File: src/rtl/spim_pkg.sv
package spim_pkg;

  typedef enum logic [1:0] {
    ST_IDLE  = 2'd0,
    ST_LEAD  = 2'd1,
    ST_BITS  = 2'd2,
    ST_TRAIL = 2'd3
  } spim_state_e;

  localparam logic [3:0] MODE_SPIM = 4'hE;
  localparam int         SPIM_DW   = 9;
  localparam int         DIV_MIN   = 6;

  function automatic logic [3:0] spim_nbits(input logic [1:0] len, input logic nine);
    return nine ? 4'd9 : (4'd5 + {2'b00, len});
  endfunction

endpackage

File: src/rtl/spim_prescale.sv
module spim_prescale #(
  parameter int PREDIV = 4
) (
  input  logic clk,
  input  logic rst_n,
  input  logic run,
  input  logic use_div,
  output logic tick
);
  localparam int PW = (PREDIV > 1) ? $clog2(PREDIV) : 1;
  localparam logic [PW-1:0] PC_LAST = PW'(PREDIV - 1);

  logic [PW-1:0] pc_q, pc_n;
  logic          wrap;

  assign wrap = (pc_q == PC_LAST);
  assign tick = run && (!use_div || wrap);

  always_comb begin
    if (!run || wrap) pc_n = '0;
    else              pc_n = pc_q + PW'(1);
  end

  always_ff @(posedge clk or negedge rst_n) begin
    if (!rst_n) pc_q <= '0;
    else        pc_q <= pc_n;
  end

endmodule

File: src/rtl/spim_core.sv
module spim_core
  import spim_pkg::*;
#(
  parameter int DIV_W = 8
) (
  input  logic               clk,
  input  logic               rst_n,
  input  logic               abort,
  input  logic               start,
  input  logic               cfg_cpol,
  input  logic               cfg_cpha,
  input  logic [1:0]         cfg_len,
  input  logic               cfg_nine,
  input  logic [DIV_W-1:0]   cfg_div,
  input  logic               cfg_srcdiv,
  input  logic [SPIM_DW-1:0] tx_data,
  input  logic               tick,
  input  logic               rxd,
  output logic               idle,
  output logic               src_sel,
  output logic               sck,
  output logic               ss_n,
  output logic               txd,
  output logic [SPIM_DW-1:0] rx_data,
  output logic               rx_valid
);
  spim_state_e        state_q, state_n;
  logic [DIV_W-1:0]   tcnt_q, tcnt_n, eff_q, eff_n, half_q, half_n, eff_in;
  logic [3:0]         bcnt_q, bcnt_n, nb_q, nb_n, nb_in;
  logic               lead_q, lead_n, cpol_q, cpol_n, src_q, src_n;
  logic [SPIM_DW-1:0] tsh_q, tsh_n, rsh_q, rsh_n, rxw_q, rxw_n;
  logic               sck_q, sck_n, ss_q, ss_nx, rxv_q, rxv_n;
  logic               at_end, at_mid;

  assign at_end = tick && (tcnt_q == eff_q - DIV_W'(1));
  assign at_mid = tick && (tcnt_q == half_q - DIV_W'(1));
  assign nb_in  = spim_nbits(cfg_len, cfg_nine);

  always_comb begin
    eff_in = (cfg_div < DIV_W'(DIV_MIN)) ? DIV_W'(DIV_MIN) : cfg_div;
    if (cfg_srcdiv) eff_in[0] = 1'b0;
  end

  // next-state logic
  always_comb begin
    state_n = state_q;  tcnt_n = tcnt_q;  bcnt_n = bcnt_q;  nb_n = nb_q;
    eff_n   = eff_q;    half_n = half_q;  lead_n = lead_q;  cpol_n = cpol_q;
    src_n   = src_q;    tsh_n  = tsh_q;   rsh_n  = rsh_q;   rxw_n  = rxw_q;
    rxv_n   = 1'b0;
    case (state_q)
      ST_IDLE: if (start) begin
        state_n = ST_LEAD;
        tcnt_n  = '0;
        bcnt_n  = '0;
        nb_n    = nb_in;
        eff_n   = eff_in;
        half_n  = eff_in >> 1;
        lead_n  = cfg_cpol ^ cfg_cpha;
        cpol_n  = cfg_cpol;
        src_n   = cfg_srcdiv;
        tsh_n   = tx_data << (4'(SPIM_DW) - nb_in);
        rsh_n   = '0;
      end
      ST_LEAD: if (tick) begin
        tcnt_n = at_end ? '0 : tcnt_q + DIV_W'(1);
        if (at_end) state_n = ST_BITS;
      end
      ST_BITS: if (tick) begin
        if (at_mid) rsh_n = {rsh_q[SPIM_DW-2:0], rxd};
        if (at_end) begin
          tcnt_n = '0;
          tsh_n  = {tsh_q[SPIM_DW-2:0], 1'b0};
          if (bcnt_q == nb_q - 4'd1) state_n = ST_TRAIL;
          else                       bcnt_n  = bcnt_q + 4'd1;
        end else begin
          tcnt_n = tcnt_q + DIV_W'(1);
        end
      end
      default: if (tick) begin
        tcnt_n = at_end ? '0 : tcnt_q + DIV_W'(1);
        if (at_end) begin
          state_n = ST_IDLE;
          rxw_n   = rsh_q;
          rxv_n   = 1'b1;
        end
      end
    endcase
    if (abort) begin
      state_n = ST_IDLE;
      rxv_n   = 1'b0;
      rxw_n   = rxw_q;
    end
    if (state_n == ST_BITS)      sck_n = (tcnt_n < half_q) ? lead_n : ~lead_n;
    else if (state_n == ST_IDLE) sck_n = cfg_cpol;
    else                         sck_n = cpol_n;
    ss_nx = (state_n == ST_IDLE);
  end

  // registers
  always_ff @(posedge clk or negedge rst_n) begin
    if (!rst_n) begin
      state_q <= ST_IDLE;  tcnt_q <= '0;  bcnt_q <= '0;  nb_q <= 4'd8;
      eff_q   <= DIV_W'(DIV_MIN);  half_q <= DIV_W'(DIV_MIN / 2);
      lead_q  <= 1'b0;  cpol_q <= 1'b0;  src_q <= 1'b0;
      tsh_q   <= '0;  rsh_q <= '0;  rxw_q <= '0;
      sck_q   <= 1'b0;  ss_q <= 1'b1;  rxv_q <= 1'b0;
    end else begin
      state_q <= state_n;  tcnt_q <= tcnt_n;  bcnt_q <= bcnt_n;  nb_q <= nb_n;
      eff_q   <= eff_n;    half_q <= half_n;
      lead_q  <= lead_n;   cpol_q <= cpol_n;  src_q <= src_n;
      tsh_q   <= tsh_n;    rsh_q  <= rsh_n;   rxw_q <= rxw_n;
      sck_q   <= sck_n;    ss_q   <= ss_nx;   rxv_q <= rxv_n;
    end
  end

  assign idle     = (state_q == ST_IDLE);
  assign src_sel  = src_q;
  assign sck      = sck_q;
  assign ss_n     = ss_q;
  assign txd      = (state_q == ST_IDLE) ? 1'b1 : tsh_q[SPIM_DW-1];
  assign rx_data  = rxw_q;
  assign rx_valid = rxv_q;

  AST_DIV_MIN:   assert property (@(posedge clk) disable iff (!rst_n)
                   (state_q != ST_IDLE) |-> (eff_q >= DIV_W'(DIV_MIN)));
  AST_DIV_EVEN:  assert property (@(posedge clk) disable iff (!rst_n)
                   (state_q != ST_IDLE && src_q) |-> !eff_q[0]);
  AST_SCK_EDGES: assert property (@(posedge clk) disable iff (!rst_n)
                   (state_q == ST_LEAD || state_q == ST_TRAIL) |-> (sck_q == cpol_q));
  AST_SCK_IDLE:  assert property (@(posedge clk) disable iff (!rst_n)
                   ($past(rst_n) && state_q == ST_IDLE && $past(state_q) == ST_IDLE)
                   |-> (sck_q == $past(cfg_cpol)));
  AST_BIT_RANGE: assert property (@(posedge clk) disable iff (!rst_n)
                   (state_q == ST_BITS) |-> (bcnt_q < nb_q));
  AST_RXV_PULSE: assert property (@(posedge clk) disable iff (!rst_n)
                   rxv_q |=> !rxv_q);

endmodule

File: src/rtl/spim_master.sv
module spim_master
  import spim_pkg::*;
#(
  parameter int DIV_W  = 8,
  parameter int PREDIV = 4
) (
  input  logic               clk,
  input  logic               rst_n,
  input  logic [3:0]         cfg_mode,
  input  logic               cfg_cpol,
  input  logic               cfg_cpha,
  input  logic [1:0]         cfg_len,
  input  logic               cfg_nine,
  input  logic [DIV_W-1:0]   cfg_div,
  input  logic               cfg_srcdiv,
  input  logic               soft_rst,
  input  logic [8:0]         tx_data,
  input  logic               tx_wr,
  output logic               tx_ready,
  output logic               txd,
  input  logic               rxd,
  output logic               sck,
  output logic               rts,
  output logic [8:0]         rx_data,
  output logic               rx_valid
);
  logic [3:0] mode_q;
  logic       armed_q, armed_n, need_q, need_n;
  logic       is_spim, core_idle, src_sel, tick, start, abort;

  assign is_spim  = (cfg_mode == MODE_SPIM);
  assign tx_ready = core_idle && is_spim && !need_q;
  assign start    = tx_wr && tx_ready && !soft_rst;
  assign abort    = soft_rst || !is_spim;

  always_comb begin
    armed_n = armed_q || start;
    if (soft_rst)                             need_n = 1'b0;
    else if (armed_q && (cfg_mode != mode_q)) need_n = 1'b1;
    else                                      need_n = need_q;
  end

  always_ff @(posedge clk or negedge rst_n) begin
    if (!rst_n) begin
      mode_q  <= 4'h0;
      armed_q <= 1'b0;
      need_q  <= 1'b0;
    end else begin
      mode_q  <= cfg_mode;
      armed_q <= armed_n;
      need_q  <= need_n;
    end
  end

  spim_prescale #(.PREDIV(PREDIV)) u_pre (
    .clk(clk), .rst_n(rst_n), .run(!core_idle), .use_div(src_sel), .tick(tick)
  );

  spim_core #(.DIV_W(DIV_W)) u_core (
    .clk(clk), .rst_n(rst_n), .abort(abort), .start(start),
    .cfg_cpol(cfg_cpol), .cfg_cpha(cfg_cpha), .cfg_len(cfg_len), .cfg_nine(cfg_nine),
    .cfg_div(cfg_div), .cfg_srcdiv(cfg_srcdiv), .tx_data(tx_data), .tick(tick),
    .rxd(rxd), .idle(core_idle), .src_sel(src_sel), .sck(sck), .ss_n(rts),
    .txd(txd), .rx_data(rx_data), .rx_valid(rx_valid)
  );

  AST_READY_MODE: assert property (@(posedge clk) disable iff (!rst_n)
                    tx_ready |-> (cfg_mode == MODE_SPIM));
  AST_NEED_BLOCK: assert property (@(posedge clk) disable iff (!rst_n)
                    need_q |-> !tx_ready);
  AST_MODE_ABORT: assert property (@(posedge clk) disable iff (!rst_n)
                    (!core_idle && !is_spim) |=> (core_idle && rts));

endmodule

File: config.mk
export PLATFORM = sky130hd
export DESIGN_NAME = spim_master
export DESIGN_NICKNAME = d
export VERILOG_FILES = /design/src/rtl/spim_pkg.sv /design/src/rtl/spim_prescale.sv /design/src/rtl/spim_core.sv /design/src/rtl/spim_master.sv
export SDC_FILE = /design/constraint.sdc
export NUM_CORES = 1
export LEC_CHECK = 0
export BUFFER_PORTS_ARGS = -buffer_cell sky130_fd_sc_hd__buf_4
export CAP_MARGIN = 20
export CORE_ASPECT_RATIO = 1.5
export CORE_MARGIN = 5
export CORE_UTILIZATION = 25
export DETAILED_ROUTE_END_ITERATION = 8
export PLACE_DENSITY = 0.52
export RECOVER_POWER = 100
export SKIP_LAST_GASP = 1
export SYNTH_ARGS = -nofsm -noshare
export SYNTH_HDL_FRONTEND = slang
export SYNTH_SLANG_ARGS = --single-unit
File: constraint.sdc
create_clock -name clk -period 8.7 [get_ports clk]
set_clock_uncertainty 0.05 [all_clocks]
set_input_delay 1.74 -clock clk [delete_from_list [all_inputs] [get_ports clk]]
set_output_delay 1.74 -clock clk [all_outputs]
set_load 0.03 [all_outputs]
==> impl_metrics.toml <==
[placed_design]
io_buffers = 45
place_congestion = 0.8857
placed_cells = 661
hpwl_mm = 7.758

[sta]
slew_violations = 79
hold_viol_final = 0
tightest_slew_ns = 3.668
period_needed_ns = 5.558
min_period_over_period_pct = 63.88
finalSetupViolations = 0
timing.fmax_mhz = 179.9
rsz0062_at_grt = "false"
max_slew_margin_pct = -144.6
finalSetupTns_ns = 0

[worst_setup_path]
r2r_slack_ns = 3.14
end_kind = "flop"
crit_path_max_fanout = 10
worst_setup_path_start_kind = "flop"
cp.arrival_ns = 5.70
criticalPathCategory = "reg -> reg"
required_ns = 8.84

[detailed_routing]
num_vias = 3247
drc = 0
first_pass_iters = 4
wl_met3_um = 317
via_per_inst = 4.796
drtIter0Drc = 139
routedWlPerCell_um = 15.00
drt-met1-wl_mm = 3.842
met2WireLength_mm = 5.517
dr.max_layer_used = "met4"
drt-total-wl_mm = 10.16
ant_nets = 0

[grt]
antenna_found_initial = 0
grt_max_degree = 68
grt_overflow_total = 0
grt.total_usage_pct = 11.19
grt_pass1_vias = 3410
grt_first_pass_wirelength_mm = 16.97

[yosys]
yosysTopAreaCell = "dfrtp_1"
syn_area_per_cell_um2 = 9.448
ys_seq_area_share_pct = 41.58
synth_seq_cells = 67
synth_fp_nets = 474
syn_area_mm2 = 0.004044
syn_inst = 428
ys_warn_count = 0
async_reset_ff_share_pct = 100.0
synth_area_leaders = "dfrtp_1, mux2i_1, nand2_1, o21ai_0, ha_1"
yosys.area.top_type_share_pct = 38.99
synthTopCellsByCount = "dfrtp_1, nand2_1, o21ai_0, nor2_1, mux2i_1"
synth_edf_count = 0
synth.most_common_cell = "dfrtp_1"
synth_ff_type = "dfrtp_1"
synthDistinctLibCells = 62

[cells_and_area]
area_delta_synth_final_pct = 16.65
final_cells = 677
drive_gt1_share_pct = 12.95
antennaDiodeCount = 0
fillCellCount = 1726
final_nets = 512

[outcome]
violations = "capacitance limit, slew limit"
status = "complete, but fails checks"

[clocking]
hold_buffers = 0
cts_buffer_depth = 2
clock-sinks = 67
cts_tree = "done"
cts_setup_buffers = 0
cts-root-buf = "clkbuf_16"
clk_pin_slew_ns = 0.06
htreeDepth = 3
cts_resized = 0
clk_latency_ns = 0.33
cts_buffers = 9

[die]
io_pins = 46
std_cell_rows = 57
start_util_pct = 25.20
fp.dieH_um = 165.8
die_area_mm2 = 0.01887
die_x_um = 113.8
coreArea_mm2 = 0.01605

[power]
ir_worst_vdd_mv = 0.08822
p_leak_nw = 2.087
total_power_mw = 0.9700
powerDensity_mw_per_mm2 = 205.6

[flow_run]
maxCapViolCount = 2

[min_path]
hold_class = "reg -> reg"
-- state kept, by name, summed over array words and instances, names as in the netlist, 2 cells and up --
name and cells:
u_pre.pc_q 2, u_core.rx_data 9, u_core.rsh_q 9, u_core.tcnt_q 8
u_core.bcnt_q 4, u_core.eff_q 8, mode_q 4, u_core.state_q 2
u_core.tsh_q 9, u_core.nb_q 4
-- cells by family after synthesis --
logic type,synth area share (%)
adder cells (fa/ha/maj),4.332
flip-flops,41.58
XOR/XNOR,7.147
multiplexers,7.364
AO/OA/AOI/OAI,15.29
AND/OR/NAND/NOR,19.43
buffers and inverters,4.857
-- metrics by stage --
stage	hold WS, ns	utilization, %	area, um^2	setup WS [ns]
finish	0.3978	29.40	4717	3.142
global route	0.4312	29.40	4717	2.638
detailed placement	0.3945	28.44	4564	4.100
CTS	0.4021	30.25	4855	4.122
floorplan	0.3650	-	4044	4.171
global placement	0.3789	28.44	4564	4.162
-- final cells by class --
| class | instances | area (um^2) | share of cell area, % |
|---|---|---|---|
| tap | 206 | 257.7 | 5.464 |
| inverter | 22 | 82.58 | 1.751 |
| clock buffer | 13 | 250.2 | 5.305 |
| sequential | 67 | 1682 | 35.65 |
| clock inverter | 3 | 40.04 | 0.8488 |
| timing repair buffer | 49 | 289.0 | 6.127 |
| multi-input combinational | 317 | 2116 | 44.85 |
-- cells in the final DEF (no fill, tap or decap), types with 3 or more instances in the layout --
cell type  Yosys  routed
dfrtp_1       63      63
nand2_1       60      60
o21ai_0       36      45
nor2_1        27      27
buf_4          0      27
clkbuf_1      12      24
mux2i_1       23      23
inv_1         21      21
xnor2_1       20      20
ha_1          14      14
xor2_1        13      13
nand2b_1      12      12
nor3_1         9      10
a21oi_1        9       9
clkbuf_16      0       9
nand4_1        6       6
nor2b_1        5       5
nand3_1        5       5
nor4_1         3       4
mux2_2         4       4
nand3b_1       3       3
nor4b_1        3       3
a21o_1         3       3
o21bai_1       3       3
a31oi_1        3       3
dfstp_2        4       3
-- worst max-delay path, stage by stage (launching register included) --
cell and delay, ns:
dfstp_1 0.61, inv_1 0.17, ha_1 0.30, nor4b_1 0.17, xnor2_1 0.16, nand4_1 0.11
nor4_1 1.45, nand2_1 0.34, nand2_1 0.36, nor3_1 0.09, a211o_1 0.30, ha_1 0.29
nand4_1 0.09, nor2_1 0.14, nand2_1 0.07, a221oi_1 0.36, a2111oi_4 0.08, xor2_1 0.15
o221ai_1 0.11
-- routing by layer --
metal	up-vias	GRT usage (%)
met1	1586	11.71
met2	68	20.36
li1	1565	-
met3	28	2.443
met4	0	6.098
met5	-	0
-- power by group --
part	total, mW	internal, mW	switching (mW)
logic	0.212	0.0943	0.117
registers	0.403	0.356	0.0474
clock network	0.355	0.229	0.126
-- final timing paths --
kind,startpoint,end,cells after the start
max,u_core.eff_q[1],u_core.sck,18
min,u_pre.pc_q[0],u_pre.pc_q[0],1
max reg2reg,u_core.eff_q[1],u_core.sck,18
min reg2reg,u_pre.pc_q[0],u_pre.pc_q[0],1
max in group asynchronous,rst_n,u_core.eff_q[0],1
min in group asynchronous,rst_n,u_core.eff_q[4],1
Note: power is estimated with default switching activity, not from simulation.
